[src/rtl/evr_pkg.sv]
package evr_pkg;
  localparam int WORD_W = 64;
  localparam int TBLK_W = 8;
  localparam int TIDX_W = 16;
  localparam int DATA_W = 31;
  localparam int QIDX_W = 15;
  localparam int QSZ_W  = 4;

  // routing entry / escalation word layout
  localparam int RT_V      = 63;
  localparam int RT_M      = 62;
  localparam int RT_BLK_LO = 48;
  localparam int RT_IDX_LO = 32;

  // descriptor word 0 layout
  localparam int D_V     = 63;
  localparam int D_ENQ   = 62;
  localparam int D_ANOT  = 61;
  localparam int D_BLOG  = 60;
  localparam int D_ESC   = 59;
  localparam int D_UESC  = 58;
  localparam int D_SIL   = 57;
  localparam int D_FMT   = 56;
  localparam int D_NPQ   = 54;
  localparam int D_EPQ   = 52;
  localparam int D_QSZ   = 48;
  localparam int D_GEN   = 47;
  localparam int D_QIDX  = 32;
  localparam int D_PRIO  = 24;
  localparam int D_PBLK  = 16;
  localparam int PR_V    = 63;

  typedef enum logic [2:0] {
    SEL_RT = 3'd0, SEL_D0 = 3'd1, SEL_D1 = 3'd2, SEL_PR = 3'd3, SEL_Q = 3'd4
  } tsel_e;

  typedef enum logic [2:0] {
    RES_NONE = 3'd0, RES_DELIV = 3'd1, RES_QUIET = 3'd2,
    RES_ABORT = 3'd3, RES_LIMIT = 3'd4
  } res_e;

  typedef enum logic [3:0] {
    S_IDLE, S_RT, S_DSC, S_QWR, S_DWB, S_NOTE, S_PROC,
    S_PRES, S_BLOG, S_ESC, S_ESCR, S_FIN
  } st_e;
endpackage

[src/rtl/evr_pq_trigger.sv]
module evr_pq_trigger (
  input  logic [1:0] pq_cur,
  output logic [1:0] pq_nxt,
  output logic       fire
);
  always_comb begin
    fire   = 1'b0;
    pq_nxt = pq_cur;
    unique case (pq_cur)
      2'b00: begin pq_nxt = 2'b10; fire = 1'b1; end
      2'b10, 2'b11: pq_nxt = 2'b11;
      default: pq_nxt = pq_cur;
    endcase
  end


  always_comb begin
    pq_nxt_nonreset_chk: assert (pq_nxt != 2'b00);
  end
endmodule

[src/rtl/evr_queue_advance.sv]
module evr_queue_advance #(
  parameter int QIDX_W = 15,
  parameter int QSZ_W  = 4
) (
  input  logic [QIDX_W-1:0] idx_cur,
  input  logic              gen_cur,
  input  logic [QSZ_W-1:0]  qsz,
  output logic [QIDX_W-1:0] idx_nxt,
  output logic              gen_nxt
);
  logic [QIDX_W:0] span;
  logic [QIDX_W:0] bumped;

  always_comb begin
    span    = (QIDX_W+1)'(1) << qsz;
    bumped  = ({1'b0, idx_cur} + (QIDX_W+1)'(1)) & (span - (QIDX_W+1)'(1));
    idx_nxt = bumped[QIDX_W-1:0];
    gen_nxt = gen_cur ^ (bumped == '0);
  end


  always_comb begin
    if (gen_nxt != gen_cur) wrap_at_zero_chk: assert (idx_nxt == '0);
  end
endmodule

[src/rtl/evr_prio_bit.sv]
module evr_prio_bit (
  input  logic [7:0] prio,
  output logic [7:0] pmask
);
  always_comb begin
    pmask = (prio < 8'd8) ? (8'h80 >> prio[2:0]) : 8'h00;
  end


  always_comb begin
    prio_onehot_chk: assert ($onehot0(pmask));
  end
endmodule

[src/rtl/evr_engine.sv]
module evr_engine
  import evr_pkg::*;
#(
  parameter int BLK_W   = 4,
  parameter int IDX_W   = 6,
  parameter int MAX_ESC = 4
) (
  input  logic                   clk,
  input  logic                   rst_n,
  input  logic                   trig_valid,
  input  logic [BLK_W+IDX_W-1:0] trig_src,
  output logic                   trig_ready,
  output logic                   tbl_req,
  output logic                   tbl_we,
  output logic [2:0]             tbl_sel,
  output logic [7:0]             tbl_blk,
  output logic [15:0]            tbl_idx,
  output logic [63:0]            tbl_wdata,
  input  logic                   tbl_ack,
  input  logic                   tbl_ok,
  input  logic [63:0]            tbl_rdata,
  output logic                   pres_req,
  output logic [7:0]             pres_blk,
  output logic [15:0]            pres_idx,
  output logic [7:0]             pres_prio,
  output logic                   pres_fmt,
  input  logic                   pres_ack,
  input  logic                   pres_found,
  output logic                   done,
  output logic [2:0]             done_code
);
  localparam int SRC_W   = BLK_W + IDX_W;
  localparam int DEPTH_W = $clog2(MAX_ESC + 1);

  logic [1:0] rs_q;
  logic       arst_n;

  st_e                 state_q, state_d, ret_q, ret_d;
  res_e                res_q, res_d;
  logic [SRC_W-1:0]    src_q, src_d;
  logic [TBLK_W-1:0]   cur_blk_q, cur_blk_d;
  logic [TIDX_W-1:0]   cur_idx_q, cur_idx_d;
  logic [DATA_W-1:0]   data_q, data_d;
  logic [WORD_W-1:0]   dsc_q, dsc_d, proc_q, proc_d;
  logic [DEPTH_W-1:0]  depth_q, depth_d;

  logic [1:0]        pq_in, pq_out;
  logic              pq_fire;
  logic [QIDX_W-1:0] qidx_nxt;
  logic              gen_nxt;
  logic [7:0]        pmask;

  // asynchronous assertion, synchronous release
  always_ff @(posedge clk or negedge rst_n) begin
    if (!rst_n) rs_q <= 2'b00;
    else        rs_q <= {rs_q[0], 1'b1};
  end
  assign arst_n = rs_q[1];

  assign pq_in = (state_q == S_ESC) ? dsc_q[D_EPQ+:2] : dsc_q[D_NPQ+:2];

  evr_pq_trigger u_pq (.pq_cur(pq_in), .pq_nxt(pq_out), .fire(pq_fire));

  evr_queue_advance #(.QIDX_W(QIDX_W), .QSZ_W(QSZ_W)) u_qadv (
    .idx_cur(dsc_q[D_QIDX+:QIDX_W]), .gen_cur(dsc_q[D_GEN]),
    .qsz(dsc_q[D_QSZ+:QSZ_W]), .idx_nxt(qidx_nxt), .gen_nxt(gen_nxt));

  evr_prio_bit u_pbit (.prio(dsc_q[D_PRIO+:8]), .pmask(pmask));

  // next-state process
  always_comb begin
    state_d = state_q; ret_d = ret_q; res_d = res_q; src_d = src_q;
    cur_blk_d = cur_blk_q; cur_idx_d = cur_idx_q; data_d = data_q;
    dsc_d = dsc_q; proc_d = proc_q; depth_d = depth_q;
    unique case (state_q)
      S_IDLE: if (trig_valid) begin
        src_d = trig_src; depth_d = '0; state_d = S_RT;
      end
      S_RT: if (tbl_ack) begin
        if (!tbl_ok || !tbl_rdata[RT_V]) begin res_d = RES_ABORT; state_d = S_FIN; end
        else if (tbl_rdata[RT_M])        begin res_d = RES_QUIET; state_d = S_FIN; end
        else begin
          cur_blk_d = tbl_rdata[RT_BLK_LO+:TBLK_W];
          cur_idx_d = tbl_rdata[RT_IDX_LO+:TIDX_W];
          data_d    = tbl_rdata[DATA_W-1:0];
          state_d   = S_DSC;
        end
      end
      S_DSC: if (tbl_ack) begin
        dsc_d = tbl_rdata;
        if (!tbl_ok || !tbl_rdata[D_V]) begin res_d = RES_ABORT; state_d = S_FIN; end
        else state_d = tbl_rdata[D_ENQ] ? S_QWR : S_NOTE;
      end
      S_QWR: if (tbl_ack) begin
        dsc_d[D_QIDX+:QIDX_W] = qidx_nxt;
        dsc_d[D_GEN]          = gen_nxt;
        ret_d   = S_NOTE;
        state_d = S_DWB;
      end
      S_DWB: if (tbl_ack) state_d = ret_q;
      S_NOTE: begin
        if (dsc_q[D_SIL]) state_d = S_ESC;
        else if (!dsc_q[D_FMT] && dsc_q[D_PRIO+:8] == 8'hFF) begin
          res_d = RES_QUIET; state_d = S_FIN;
        end else if (dsc_q[D_ANOT]) state_d = S_PROC;
        else begin
          dsc_d[D_NPQ+:2] = pq_out;
          res_d = RES_QUIET;
          ret_d = pq_fire ? S_PROC : S_FIN;
          state_d = (pq_out != pq_in) ? S_DWB : S_FIN;
        end
      end
      S_PROC: if (tbl_ack) begin
        proc_d = tbl_rdata;
        if (!tbl_ok || !tbl_rdata[PR_V]) begin res_d = RES_ABORT; state_d = S_FIN; end
        else state_d = S_PRES;
      end
      S_PRES: if (pres_ack) begin
        if (pres_found) begin res_d = RES_DELIV; state_d = S_FIN; end
        else if (dsc_q[D_BLOG]) begin
          if (dsc_q[D_FMT]) begin res_d = RES_ABORT; state_d = S_FIN; end
          else state_d = S_BLOG;
        end else state_d = S_ESC;
      end
      S_BLOG: if (tbl_ack) state_d = S_ESC;
      S_ESC: begin
        if (!dsc_q[D_ESC]) begin res_d = RES_QUIET; state_d = S_FIN; end
        else if (dsc_q[D_UESC]) state_d = S_ESCR;
        else begin
          dsc_d[D_EPQ+:2] = pq_out;
          res_d = RES_QUIET;
          ret_d = pq_fire ? S_ESCR : S_FIN;
          state_d = (pq_out != pq_in) ? S_DWB : S_FIN;
        end
      end
      S_ESCR: if (tbl_ack) begin
        if (!tbl_ok) begin res_d = RES_ABORT; state_d = S_FIN; end
        else if (depth_q == DEPTH_W'(MAX_ESC)) begin res_d = RES_LIMIT; state_d = S_FIN; end
        else begin
          depth_d   = depth_q + DEPTH_W'(1);
          cur_blk_d = tbl_rdata[RT_BLK_LO+:TBLK_W];
          cur_idx_d = tbl_rdata[RT_IDX_LO+:TIDX_W];
          data_d    = tbl_rdata[DATA_W-1:0];
          state_d   = S_DSC;
        end
      end
      S_FIN:   state_d = S_IDLE;
      default: state_d = S_IDLE;
    endcase
  end

  // register process
  always_ff @(posedge clk or negedge arst_n) begin
    if (!arst_n) begin
      state_q <= S_IDLE; ret_q <= S_IDLE; res_q <= RES_NONE; src_q <= '0;
      cur_blk_q <= '0; cur_idx_q <= '0; data_q <= '0;
      dsc_q <= '0; proc_q <= '0; depth_q <= '0;
    end else begin
      state_q <= state_d; ret_q <= ret_d; res_q <= res_d; src_q <= src_d;
      cur_blk_q <= cur_blk_d; cur_idx_q <= cur_idx_d; data_q <= data_d;
      dsc_q <= dsc_d; proc_q <= proc_d; depth_q <= depth_d;
    end
  end

  // port drive
  always_comb begin
    tbl_req = 1'b1; tbl_we = 1'b0; tbl_sel = SEL_D0;
    tbl_blk = cur_blk_q; tbl_idx = cur_idx_q; tbl_wdata = dsc_q;
    unique case (state_q)
      S_RT: begin
        tbl_sel = SEL_RT;
        tbl_blk = TBLK_W'(src_q[SRC_W-1:IDX_W]);
        tbl_idx = TIDX_W'(src_q[IDX_W-1:0]);
      end
      S_DSC: tbl_sel = SEL_D0;
      S_QWR: begin
        tbl_we = 1'b1; tbl_sel = SEL_Q;
        tbl_idx = TIDX_W'(dsc_q[D_QIDX+:QIDX_W]);
        tbl_wdata = {32'd0, dsc_q[D_GEN], data_q};
      end
      S_DWB: tbl_we = 1'b1;
      S_PROC: begin
        tbl_sel = SEL_PR; tbl_blk = dsc_q[D_PBLK+:8]; tbl_idx = dsc_q[15:0];
      end
      S_BLOG: begin
        tbl_we = 1'b1; tbl_sel = SEL_PR;
        tbl_blk = dsc_q[D_PBLK+:8]; tbl_idx = dsc_q[15:0];
        tbl_wdata = {proc_q[63:8], proc_q[7:0] | pmask};
      end
      S_ESCR: tbl_sel = SEL_D1;
      default: tbl_req = 1'b0;
    endcase
  end

  assign pres_req   = (state_q == S_PRES);
  assign pres_blk   = dsc_q[D_PBLK+:8];
  assign pres_idx   = dsc_q[15:0];
  assign pres_prio  = dsc_q[D_PRIO+:8];
  assign pres_fmt   = dsc_q[D_FMT];
  assign trig_ready = (state_q == S_IDLE);
  assign done       = (state_q == S_FIN);
  assign done_code  = res_q;


  tbl_hold_chk: assert property (@(posedge clk) disable iff (!arst_n)
    tbl_req && !tbl_ack |=> tbl_req && $stable(tbl_sel) && $stable(tbl_blk) && $stable(tbl_idx));

  pres_hold_chk: assert property (@(posedge clk) disable iff (!arst_n)
    pres_req && !pres_ack |=> pres_req);

  done_pulse_chk: assert property (@(posedge clk) disable iff (!arst_n)
    done |=> trig_ready && !done);

  accept_busy_chk: assert property (@(posedge clk) disable iff (!arst_n)
    trig_valid && trig_ready |=> !trig_ready);

  depth_bound_chk: assert property (@(posedge clk) disable iff (!arst_n)
    depth_q <= DEPTH_W'(MAX_ESC));

  dsc_wb_valid_chk: assert property (@(posedge clk) disable iff (!arst_n)
    tbl_req && tbl_we && tbl_sel == SEL_D0 |-> tbl_wdata[D_V]);

  done_code_chk: assert property (@(posedge clk) disable iff (!arst_n)
    done |-> done_code != RES_NONE);
endmodule

[config.mk]
export PLATFORM = sky130hd
export DESIGN_NAME = evr_engine
export DESIGN_NICKNAME = d
export VERILOG_FILES = /design/src/rtl/evr_pkg.sv /design/src/rtl/evr_pq_trigger.sv /design/src/rtl/evr_queue_advance.sv /design/src/rtl/evr_prio_bit.sv /design/src/rtl/evr_engine.sv
export SDC_FILE = /design/constraint.sdc
export NUM_CORES = 1
export LEC_CHECK = 0
export CORE_UTILIZATION = 55
export CTS_CLUSTER_SIZE = 20
export DETAILED_ROUTE_END_ITERATION = 6
export PLACE_DENSITY_LB_ADDON = 0.15
export SLEW_MARGIN = 25
export SYNTH_ARGS = -nofsm -noshare
export SYNTH_HDL_FRONTEND = slang
export SYNTH_SLANG_ARGS = --single-unit
export TNS_END_PERCENT = 5
[constraint.sdc]
create_clock -name clk -period 12.11 [get_ports clk]
set_input_delay 1.211 -clock clk [delete_from_list [all_inputs] [get_ports clk]]
set_output_delay 1.211 -clock clk [all_outputs]
set_load 0.005 [all_outputs]
==> results of run 1 <==
-- cell usage in the layout (no fill, tap or decap), types with 15 or more instances in the layout --
cell	instances
sky130_fd_sc_hd__clkbuf_16	23
sky130_fd_sc_hd__o21ai_0	54
sky130_fd_sc_hd__inv_1	21
sky130_fd_sc_hd__dfrtp_1	208
sky130_fd_sc_hd__a222oi_1	15
sky130_fd_sc_hd__a22oi_1	39
sky130_fd_sc_hd__mux2_2	174
sky130_fd_sc_hd__a22o_1	38
sky130_fd_sc_hd__clkdlybuf4s50_1	212
sky130_fd_sc_hd__a21oi_1	37
sky130_fd_sc_hd__nor3_1	19
sky130_fd_sc_hd__nor2_1	42
sky130_fd_sc_hd__nand2_1	143
-- kinds of logic after synthesis --
group                      count (synthesis)  synth area share, %
buffers and inverters                    131                5.779
and+or+nand+nor                          279                11.72
muxes                                    180                18.36
adders and majority gates                  4               0.4551
AOI/OAI and AO/OA                        244                15.54
xor gates and xnor gates                   7               0.5575
DFF                                      209                47.55
other                                      1              0.03410
-- flip-flops by register name, indices dropped and copies added, names as in the netlist --
| name | flops |
|---|---|
| depth_q | 3 |
| dsc_q | 64 |
| cur_idx_q | 16 |
| proc_q | 64 |
| cur_blk_q | 8 |
| rs_q | 2 |
| state_q | 4 |
| data_q | 31 |
| done_code | 3 |
| ret_q | 4 |
| src_q | 10 |
-- per-stage QoR --
step           area [sq um]  setup WS [ns]  util [%]  std cells  hold WS [ns]
3_3_place_gp          13040          7.260     66.78       1437        0.3360
3_5_place_dp          13040          7.227     66.78       1437        0.3373
4_1_cts               13840          6.647     70.88       1478        0.3605
5_1_grt               13870          6.585     71.04       1480        0.3057
2_1_floorplan         11000          5.855         -       1055        0.3312
6_report              13870          6.828     71.04       1480        0.2704
-- area by class of cell --
type                            instances  area share (%)
Sequential cell                       209           37.73
Multi-Input combinational cell        715           37.27
Timing Repair Buffer                  226           16.20
Clock buffer                           27           4.474
Tap cell                              265           2.390
Clock inverter                         14           1.299
Inverter                               23          0.6223
Antenna cell                            1         0.01804
-- power by group --
part / switching, mW / total [mW] / internal, mW
combinational: 0.879 / 1.93 / 1.05
sequential: 0.339 / 1.30 / 0.963
clock: 0.292 / 0.743 / 0.451
total: 1.51 / 3.97 / 2.46
-- synthesized netlist by cell type, types with 13 or more instances --
master	n	share of area, %
sky130_fd_sc_hd__a21oi_1	37	1.7
sky130_fd_sc_hd__a222oi_1	15	1.4
sky130_fd_sc_hd__a22o_1	38	3.0
sky130_fd_sc_hd__a22oi_1	39	2.7
sky130_fd_sc_hd__buf_2	13	0.59
sky130_fd_sc_hd__buf_4	34	2.3
sky130_fd_sc_hd__clkbuf_1	55	1.9
sky130_fd_sc_hd__dfrtp_1	209	48
sky130_fd_sc_hd__inv_1	22	0.75
sky130_fd_sc_hd__mux2_2	174	18
sky130_fd_sc_hd__nand2_1	144	4.9
sky130_fd_sc_hd__nand3_1	13	0.59
sky130_fd_sc_hd__nor2_1	44	1.5
sky130_fd_sc_hd__nor3_1	20	0.91
sky130_fd_sc_hd__o21ai_0	54	2.5
-- per-layer routing --
layer  vias up  share of wire, %  wire (microns)
li1       4099                 -               -
met1      4620                43           14170
met2       416                46           15280
met5         -                 0               0
met3        46               8.4            2758
met4         0               2.0             662
-- worst min path at each step --
stage            start         end  slack (ns)  cells past startpoint
3_3_place_gp   rs_q[0]     rs_q[1]        0.34                      0
2_1_floorplan  rs_q[0]     rs_q[1]        0.33                      0
6_report       rs_q[1]  proc_q[26]        0.27                      0
5_1_grt        rs_q[1]   dsc_q[30]        0.31                      0
4_1_cts        rs_q[0]     rs_q[1]        0.36                      0
3_5_place_dp   rs_q[0]     rs_q[1]        0.34                      0
==> impl_summary.md, run 1 <==
Yosys
The portion of the post-synthesis area used by sequential elements is 47.55%. Dividing the synthesized area by the synthesized cell count gives 10.42 sq um. Counting flops with a built-in enable in the synthesized netlist gives 0. During synthesis, Yosys emitted a total of 0 warnings.

The async set-reset flop share out of synthesis is 100.0%. The cell count after synthesis came out at 1055. The netlist area before placement is 11000 sq um. The synthesized design contains 209 register bits. The predominant post-synthesis flop cell is sky130_fd_sc_hd__dfrtp_1. After synthesis, the netlist uses 64 different library cells.

Counting every net in the synthesized netlist gives 1140.

CTS
The buffers inserted during post-CTS setup optimization is 0. Buffers inserted during clock tree synthesis total 23. The clock latency on the worst-skew pair is 0.52 ns. The number of gates resized after CTS was 0.

The hold buffer count at CTS is 0. Clock-pin slew was measured on the worst setup and hold paths at 0.06 ns. TritonCTS built the clock tree.

In this run the clock root is driven by a sky130_fd_sc_hd__clkbuf_16. The clock passes through at most 3 buffers. The deepest level of the CTS H-tree is 1. The count of clock tree sinks is 209.

Drt
The final routed wirelength across all metal layers is 32880 microns. The length of the first detailed-routing pass in iterations is 6. Once detail routing completed, the nets flagged for antenna violations numbered 0. After the first detailed-routing iteration, the DRC count stood at 853. After detailed routing, the number of vias per cell comes to 6.203.

The final routed wire length divided by cell count is 22.21 microns. The detailed router placed 9181 vias in this run. In the routed design, unresolved DRC markers number 0.

Global route
The wire length of the first global-routing pass is 51120 microns. Global routing used 46.90% of the available met1 tracks. Entering global routing, the biggest net connects 76 pins. The total overflow left after global routing is 0. Global routing consumed, on the met2 layer, 50.84% of the routing resources. The most used routing layer in global routing is met2. The number of global-route vias before repair is 8964. Global routing used 32.65% of the available tracks across all layers. The met3 capacity usage during global routing is 6.664%. The number of antenna violations at the first check in global routing was 1.

Critical path
The critical-path maximum fanout is 62. Across all register-to-register paths, the minimum setup slack is 8.36 ns. By startpoint and endpoint, the worst setup path is classified as reg -> out. The dominant delay contributor by cell family on the critical path is buffers and inverters. The critical path goes through nand2b_1, nor3_2, buf_4, nor2_4, buf_4, a22oi_1, o21ai_0, clkdlybuf4s50_1. The total buffers and inverters traversed by the critical path is 3. The data required time of the critical path is 10.90 ns.

The most critical setup path has its endpoint at tbl_wdata[2]. In this run the critical register-to-register path is launched from state_q[3]. The critical path startpoint is state_q[2]. The count of cells along the worst register-to-register path is 7. Data on the critical path arrives at its endpoint at 4.07 ns. The worst setup path is launched from a flip-flop. The capture instance of the worst register-to-register path is dsc_q[52].

The total number of cells along the worst setup path is 8. The slowest stage of the critical path is the sky130_fd_sc_hd__dfrtp_1 cell. The delay of the slowest critical-path stage is 0.87 ns.

The dominant cell type by count on the critical path is sky130_fd_sc_hd__buf_4. The element type at the critical path end is a primary output.

Layout
The total number of nets in the final design is 1283. The share of layout cells above drive strength 1 is 20.10%. Across the whole layout, storage elements account for 5234 sq um.

Counting the fill cells in the layout gives 1498. The area of the multi-input gates is 5170 sq um. Relative to the synthesized area, the layout overhead comes to 26.13%.

Die
The number of top-level design ports is 213. In this run the horizontal extent of the chip is 143.4 microns. For this configuration, the core starts out at a cell density of 56.32%.

The initialized floorplan defines 51 standard-cell rows. The die covers 20570 sq um. Measured along the y axis, the die boundary spans 143.4 microns. The core outline area is 19530 sq um.

STA
The aggregate negative setup slack is 0 ns. Setup repair after global routing left no endpoint under its margin. Across the routed clock network, the largest skew measured is 0.02364 ns. The relative slew slack is 30.55%. The peak clock frequency supported by timing is 189.3 MHz.

The minimum clock period is 5.282 ns. The worst-margin pin slew is 1.042 ns. The number of hold-slack violations in the final timing report is 0. The share of the clock period used by the worst path is 43.62%. The count of pins over their slew limit came to 0. The count of final setup violators is 0.

Power and ir drop
Power comes to 3.975 mW. In this run the static leakage power is 6.104 nW. The maximum VDD drop is 0.0001691 V. The power per cell area is 286.5 nW/um^2.

Placed design
Detailed placement finished with a half-perimeter wire length of 21910 microns. The weighted congestion reported at the end of routability-driven placement is 0.8724. The count of input and output buffers is 212.

Job
Across the run, the number of max-cap violations was 0.

Min path
The worst min-delay path category is reg -> async.

Status
The flow ran to the end, and the final reports show no timing, DRC or antenna violations.
No activity file was read; power rests on OpenSTA's default activity.
==> run 2, diff against run 1 <==
CORE_UTILIZATION = 53   (was 55)
clock period = 5.4 ns   (was 12.11 ns; I/O delays follow)
==> impl_summary.md, run 2 (synthesis gave the netlist of run 1 again) <==
Critical path
STA puts the critical path data arrival time at 3.75 ns. The critical-path maximum fanout is 29. STA classifies the critical path startpoint as a flip-flop. The critical path starts at state_q[0]. Measured in cells, the most critical reg-to-reg path has a length of 6. The data required time of the critical path is 4.86 ns.

The worst register-to-register path begins at state_q[0]. STA classifies the critical path endpoint as a primary output. The setup slack on the worst flop-to-flop path is 1.68 ns. The start-to-end type of the worst setup path is reg -> out.

Die
In this run the count of I/O pins placed on the die edge is 213. The core outline area is 20300 sq um. The die is 146.1 microns wide.

The die covers 21330 sq um. The cell row count is 52. From bottom edge to top edge, the die measures 146.1 microns. For this configuration, the core starts out at a cell density of 54.18%.

Layout
The final non-filler cell area is 14000 sq um. The number of fill cells in the layout is 1549. Cells with a size suffix above 1 make up 20.43% of the layout. For this run, the post-layout net count is 1290. The antenna diode count is 0. For this run, the share of the core covered by cells in the final layout is 68.95%. The top cell types in the final layout, fill and taps aside, are sky130_fd_sc_hd__clkdlybuf4s50_1, sky130_fd_sc_hd__dfrtp_1, sky130_fd_sc_hd__mux2_2. Leaving out fill and tap cells, the most frequent cell in the layout is sky130_fd_sc_hd__clkdlybuf4s50_1. The largest registers in the layout are dsc_q: 64 flops, proc_q: 64 flops, data_q: 31 flops. The layout overhead on the synthesized area is 27.26%.

Status
The flow ran to the end, and the final reports show no timing, DRC or antenna violations.

Drt
In the final routed layout, each cell accounts on average for 22.33 microns. The final routed wirelength across all metal layers is 33250 microns. Once detail routing completed, the nets flagged for antenna violations numbered 0. The first detailed-routing pass ran for 6 iterations. The count of vias placed by the detailed router is 9141. The detail-routed via count per cell is 6.139. For this run, design rule violations remaining after detail routing come to 0.

After the first detailed-routing iteration, the DRC count stood at 632.

Power and ir drop
Combinational logic burns 48.0% of the power. The maximum VDD drop is 0.0003254 V. Net switching is 37.90% of the power. The internal power component is 5.592 mW. The share of total power dissipated in sequential elements is 32.7%. The design draws 9.006 mW. In this run the static leakage power is 6.172 nW. Of the total power, the clock network draws 19.3%. Summed over all nets, the switching power comes to 3.414 mW. The power per cell area is 643.4 nW/um^2.

STA
Setup violations remaining at the end of the flow were counted as 0. The minimum clock period is 4.294 ns. The final critical path takes up 79.53% of the cycle. The peak clock frequency supported by timing is 232.9 MHz. Setup repair after global routing left no endpoint under its margin. On the final layout, the worst clock skew is 0.01774 ns.

The aggregate negative setup slack is 0 ns. The count of pins over their slew limit came to 0. The final-layout worst hold slack is 0.1661 ns. At the pin with the least slew margin, the transition time is 1.021 ns. The number of hold-slack violations in the final timing report was 0. The relative slew slack is 31.69%.

Placed design
In this run the cell area measured after placement is 13120 sq um. The weighted congestion reported at the end of routability-driven placement is 0.9075. The count of input and output buffers is 212. Detailed placement finished with a half-perimeter wire length of 22610 microns.

Min path
The path class of the tightest hold or removal check is in -> async.

Job
Max-cap violations in this run came to 0.

CTS
The deepest level of the CTS H-tree is 1. TritonCTS built the clock tree. The root buffer cell is sky130_fd_sc_hd__clkbuf_16. The clock latency on the worst-skew pair is 0.53 ns. The clock transition time at the flip-flop clock pins of the worst setup and hold paths is 0.06 ns. The hold buffer count at CTS is 0.

The total CTS buffers is 24. Gates resized during post-CTS repair numbered 0. The clock drives 209 sinks. The maximum buffer depth of the clock tree is 3. After clock tree synthesis, the setup repair step added 0 buffers.

Global route
The wire length of the first global-routing pass is 52070 microns. Entering global routing, the biggest net connects 79 pins. The total global routing track utilization is 31.26%. The number of antenna violations at the first check in global routing is 0. After global routing the overflow that remains totals 0.

The number of global-route vias before repair came to 9008.
[run 2: changes by cell type in the layout (fill, tap and decap cells not counted), sizes merged]
cell      delta
clkinvlp     -3
inv          +1
clkbuf       +1
diode        -1
buf          +6
[run 2: final timing paths]
check | to
max reg2reg | data_q[12]
min | rs_q[0]
min in group clk | rs_q[1]
min reg2reg | rs_q[1]
max in group asynchronous | proc_q[40]
max | tbl_wdata[6]
[run 2: power by group through the flow]
stage | Clock [mW] | Combinational, mW | Sequential, mW
finish | 1.74 | 4.32 | 2.95
global route | 1.82 | 4.66 | 3.03
CTS | 1.76 | 4.32 | 2.92
detailed placement | 0 | 4.28 | 2.94
global placement | 0 | 4.22 | 2.93
floorplan | 0 | 2.57 | 2.53
[run 2: layout make-up]
cell class / instances / area (sq um) / share of cell area (%)
inverters: 23 / 86.33 / 0.6168
flip-flops and latches: 209 / 5234 / 37.40
clock buffers: 28 / 655.6 / 4.684
multi-input cells: 715 / 5167 / 36.92
repair buffers: 232 / 2321 / 16.58
clock inverters: 12 / 193.9 / 1.386
well taps: 270 / 337.8 / 2.414
[run 2: through the flow]
stage / std cells / worst slack [ns]
after floorplan: 1055 / 1.959
after global placement: 1448 / 1.732
after detailed placement: 1448 / 1.692
after CTS: 1488 / 1.129
after global routing: 1489 / 0.9440
final: 1489 / 1.106
[run 2: worst max-delay path: stages, from the launching register on]
cell                              delay [ns]
sky130_fd_sc_hd__dfrtp_1                0.95
sky130_fd_sc_hd__nand2_1                0.23
sky130_fd_sc_hd__inv_1                  0.13
sky130_fd_sc_hd__nand2_1                0.05
sky130_fd_sc_hd__buf_4                  0.23
sky130_fd_sc_hd__inv_2                  0.09
sky130_fd_sc_hd__buf_4                  0.34
sky130_fd_sc_hd__nor2_4                 0.05
sky130_fd_sc_hd__buf_4                  0.27
sky130_fd_sc_hd__a22oi_1                0.18
sky130_fd_sc_hd__o21ai_0                0.19
sky130_fd_sc_hd__clkdlybuf4s50_1        0.50
[run 2: layer usage]
metal | GRT usage, % | routed length, microns | part of all wire, % | up-vias
met5 | 0 | 0 | 0 | -
met4 | 10.05 | 1059 | 3.2 | 0
met3 | 6.719 | 2957 | 8.9 | 67
met2 | 48.40 | 15030 | 45 | 392
met1 | 43.97 | 14200 | 43 | 4573
li1 | - | - | - | 4109
==> run 3, diff against run 2 <==
CORE_UTILIZATION = 48   (was 53)
clock period = 3.65 ns   (was 5.4 ns; I/O delays follow)
==> impl_summary.md, run 3 (synthesis gave the netlist of run 1 again) <==
STA
The relative slew slack is 50.37%. The count of pins over their slew limit is 0. Setup violations remaining at the end of the flow were counted as 0. The worst-margin pin slew is 0.7436 ns. The worst path needs 3.469 ns of the cycle, external delays included. Adding up every negative setup slack in the final design gives 0 ns. In the finished design, the share of the clock period the worst path needs comes to 95.03%.

The number of hold-slack violations in the final timing report is 0. The worst clock skew is 0.01322 ns. Setup repair after global routing left no endpoint under its margin.

The final worst-path setup slack is 0.1813 ns. The peak clock frequency supported by timing is 288.3 MHz.

Die
The width of the die is 153.4 microns. The starting utilization of the core area is 48.73%. 213 I/O pins were placed. From bottom edge to top edge, the die measures 153.4 microns.

The area of the die is 23520 sq um. The cell row count is 55. The core outline area is 22570 sq um.

Critical path
The critical-path maximum fanout is 16. The start-to-end type of the worst setup path is reg -> out. The kind of cell with the highest combined delay along the critical path is buffers and inverters. The signal on the critical path passes through nand2b_1, nor3_2, buf_4, buf_4, o21ai_0, nand2_1, clkdlybuf4s50_1.

The dominant cell type by count on the critical path is sky130_fd_sc_hd__buf_4. For the worst setup path, the data required time is 3.28 ns. The worst setup path is launched from a flip-flop.

The slowest stage of the critical path is the sky130_fd_sc_hd__dfrtp_1 cell. The data arrival time of the critical path is 3.10 ns. STA classifies the critical path endpoint as a primary output. The total buffers and inverters traversed by the critical path is 3. The delay of the slowest critical-path stage is 0.51 ns.

CTS
The clock latency on the worst-skew pair is 0.53 ns. Clock tree synthesis inserted a total of 24 buffers. The deepest level of the CTS H-tree is 1. The number of setup buffers added after CTS is 0. The maximum buffer depth of the clock tree is 3. The clock tree from TritonCTS is done.

Clock tree synthesis found a total of 209 sinks. The clock transition time at the flip-flop clock pins of the worst setup and hold paths is 0.06 ns. The tree is rooted in a sky130_fd_sc_hd__clkbuf_16.

Power and ir drop
The internal power of the cells totals 8.164 mW. Net switching is 38.33% of the power. The fraction of power consumed by the clock network is 17.2%. Sequential cells burn 32.0% of the power.

The maximum VDD drop is 0.0004361 V. The power consumption is 13.24 mW. Of the total power, combinational logic draws 50.7%.

The net load switching power is 5.074 mW. For this design the static power due to leakage is 6.206 nW. For this design the ratio of total power to cell area is 941.2 nW/um^2.

Status
The flow ran to the end, and the final reports show no timing, DRC or antenna violations.

Placed design
The weighted congestion reported at the end of routability-driven placement is 0.9457. The instance count after placement with tap cells included is 1478. Once detailed placement completed, the half-perimeter wirelength came to 23680 microns. Buffers placed on the I/O ports in this run total 212. The cell area after placement is 13300 sq um.

The minimum setup slack after placement is 0.4324 ns.

Drt
The number of routed nets with antenna violations is 0. The final routed wire length divided by cell count is 22.34 microns. The final routed wirelength across all metal layers is 33950 microns. After detailed routing, the number of remaining DRC violations is 0. After detailed routing, the number of vias per cell comes to 5.997. The first routing iteration left 743 violations. The length of the first detailed-routing pass in iterations is 7. The routed layout has 9115 vias.

Global route
The number of antenna violations at the first check in global routing is 0. Entering global routing, the biggest net connects 74 pins. The total overflow reported by the global router is 0. Global routing consumed, over all layers together, 28.94% of the routing resources. The wire length of the first global-routing pass is 52610 microns.

The number of global-route vias before repair is 8857.

Min path
The tightest min-delay check is of the reg -> async type.

Layout
The sequential cell area is 5234 sq um. After routing the design area is 14070 sq um. In the layout the commonest cells are sky130_fd_sc_hd__clkdlybuf4s50_1, sky130_fd_sc_hd__dfrtp_1, sky130_fd_sc_hd__mux2_2. The area growth from synthesis to layout is 27.90%. The antenna diode count is 0.

The number of fill cells in the layout is 1894. The most common library cell in the layout ignoring fill and taps is sky130_fd_sc_hd__clkdlybuf4s50_1. In the final layout, the registers with the most flip-flops are dsc_q: 64 flops, proc_q: 64 flops, data_q: 31 flops. The net count of the finished layout is 1306. The share of layout cells above drive strength 1 is 20.81%. Summing all multi-input logic gate instances after layout gives 5185 sq um.

For this run, the number of standard cells in the final layout without fillers is 1520.

Job
The number of maximum-capacitance constraint violations is 0.
run 3: worst paths after layout:
kind                       startpoint  slack [ns]  depth (start not counted)      endpoint
max in group asynchronous     rs_q[1]        2.39                          1    proc_q[50]
min                           rs_q[1]        0.35                          0     dsc_q[27]
max                        state_q[3]        0.18                          7  tbl_wdata[5]
min in group clk              rs_q[0]        0.35                          0       rs_q[1]
max reg2reg                 dsc_q[51]        0.41                          9     dsc_q[47]
min reg2reg                   rs_q[1]        0.35                          0     dsc_q[27]
run 3: final cells by class:
cell class	instances	share of cell area, %
clock buffers	34	4.679
clock inverters	6	0.5693
inverters	23	0.6138
multi-input cells	716	36.86
flip-flops and latches	209	37.21
well taps	285	2.535
repair buffers	247	17.53
run 3: power by group through the flow:
stage | Sequential, mW | Combinational (mW) | Clock (mW)
5_1_grt | 4.37 | 7.24 | 2.41
3_5_place_dp | 4.24 | 6.64 | 0
3_3_place_gp | 4.23 | 6.59 | 0
4_1_cts | 4.22 | 6.69 | 2.31
6_report | 4.24 | 6.72 | 2.28
2_1_floorplan | 3.74 | 3.80 | 0
run 3: layer usage:
metal | part of all wire [%] | track usage (%) | vias up | wire length (microns)
met2 | 44 | 43.03 | 383 | 14960
met5 | 0 | 0 | - | 0
met3 | 8.2 | 6.436 | 58 | 2777
li1 | - | - | 4136 | -
met1 | 45 | 42.35 | 4538 | 15300
met4 | 2.7 | 8.095 | 0 | 920
run 3: metrics by stage:
stage               hold slack [ns]  util (%)
finish                       0.3514     62.32
floorplan                   0.06941         -
global placement             0.3352     58.91
CTS                          0.3499     62.23
global route                 0.3586     62.32
detailed placement           0.3358     58.91
run 3: timing repair:
action | 4_1_cts | 5_1_grt
hold endpoints to repair | 2 | 0
hold buffers | 1 | 0
gates resized for setup | 0 | 2
endpoints found under the setup margin | 0 | 44
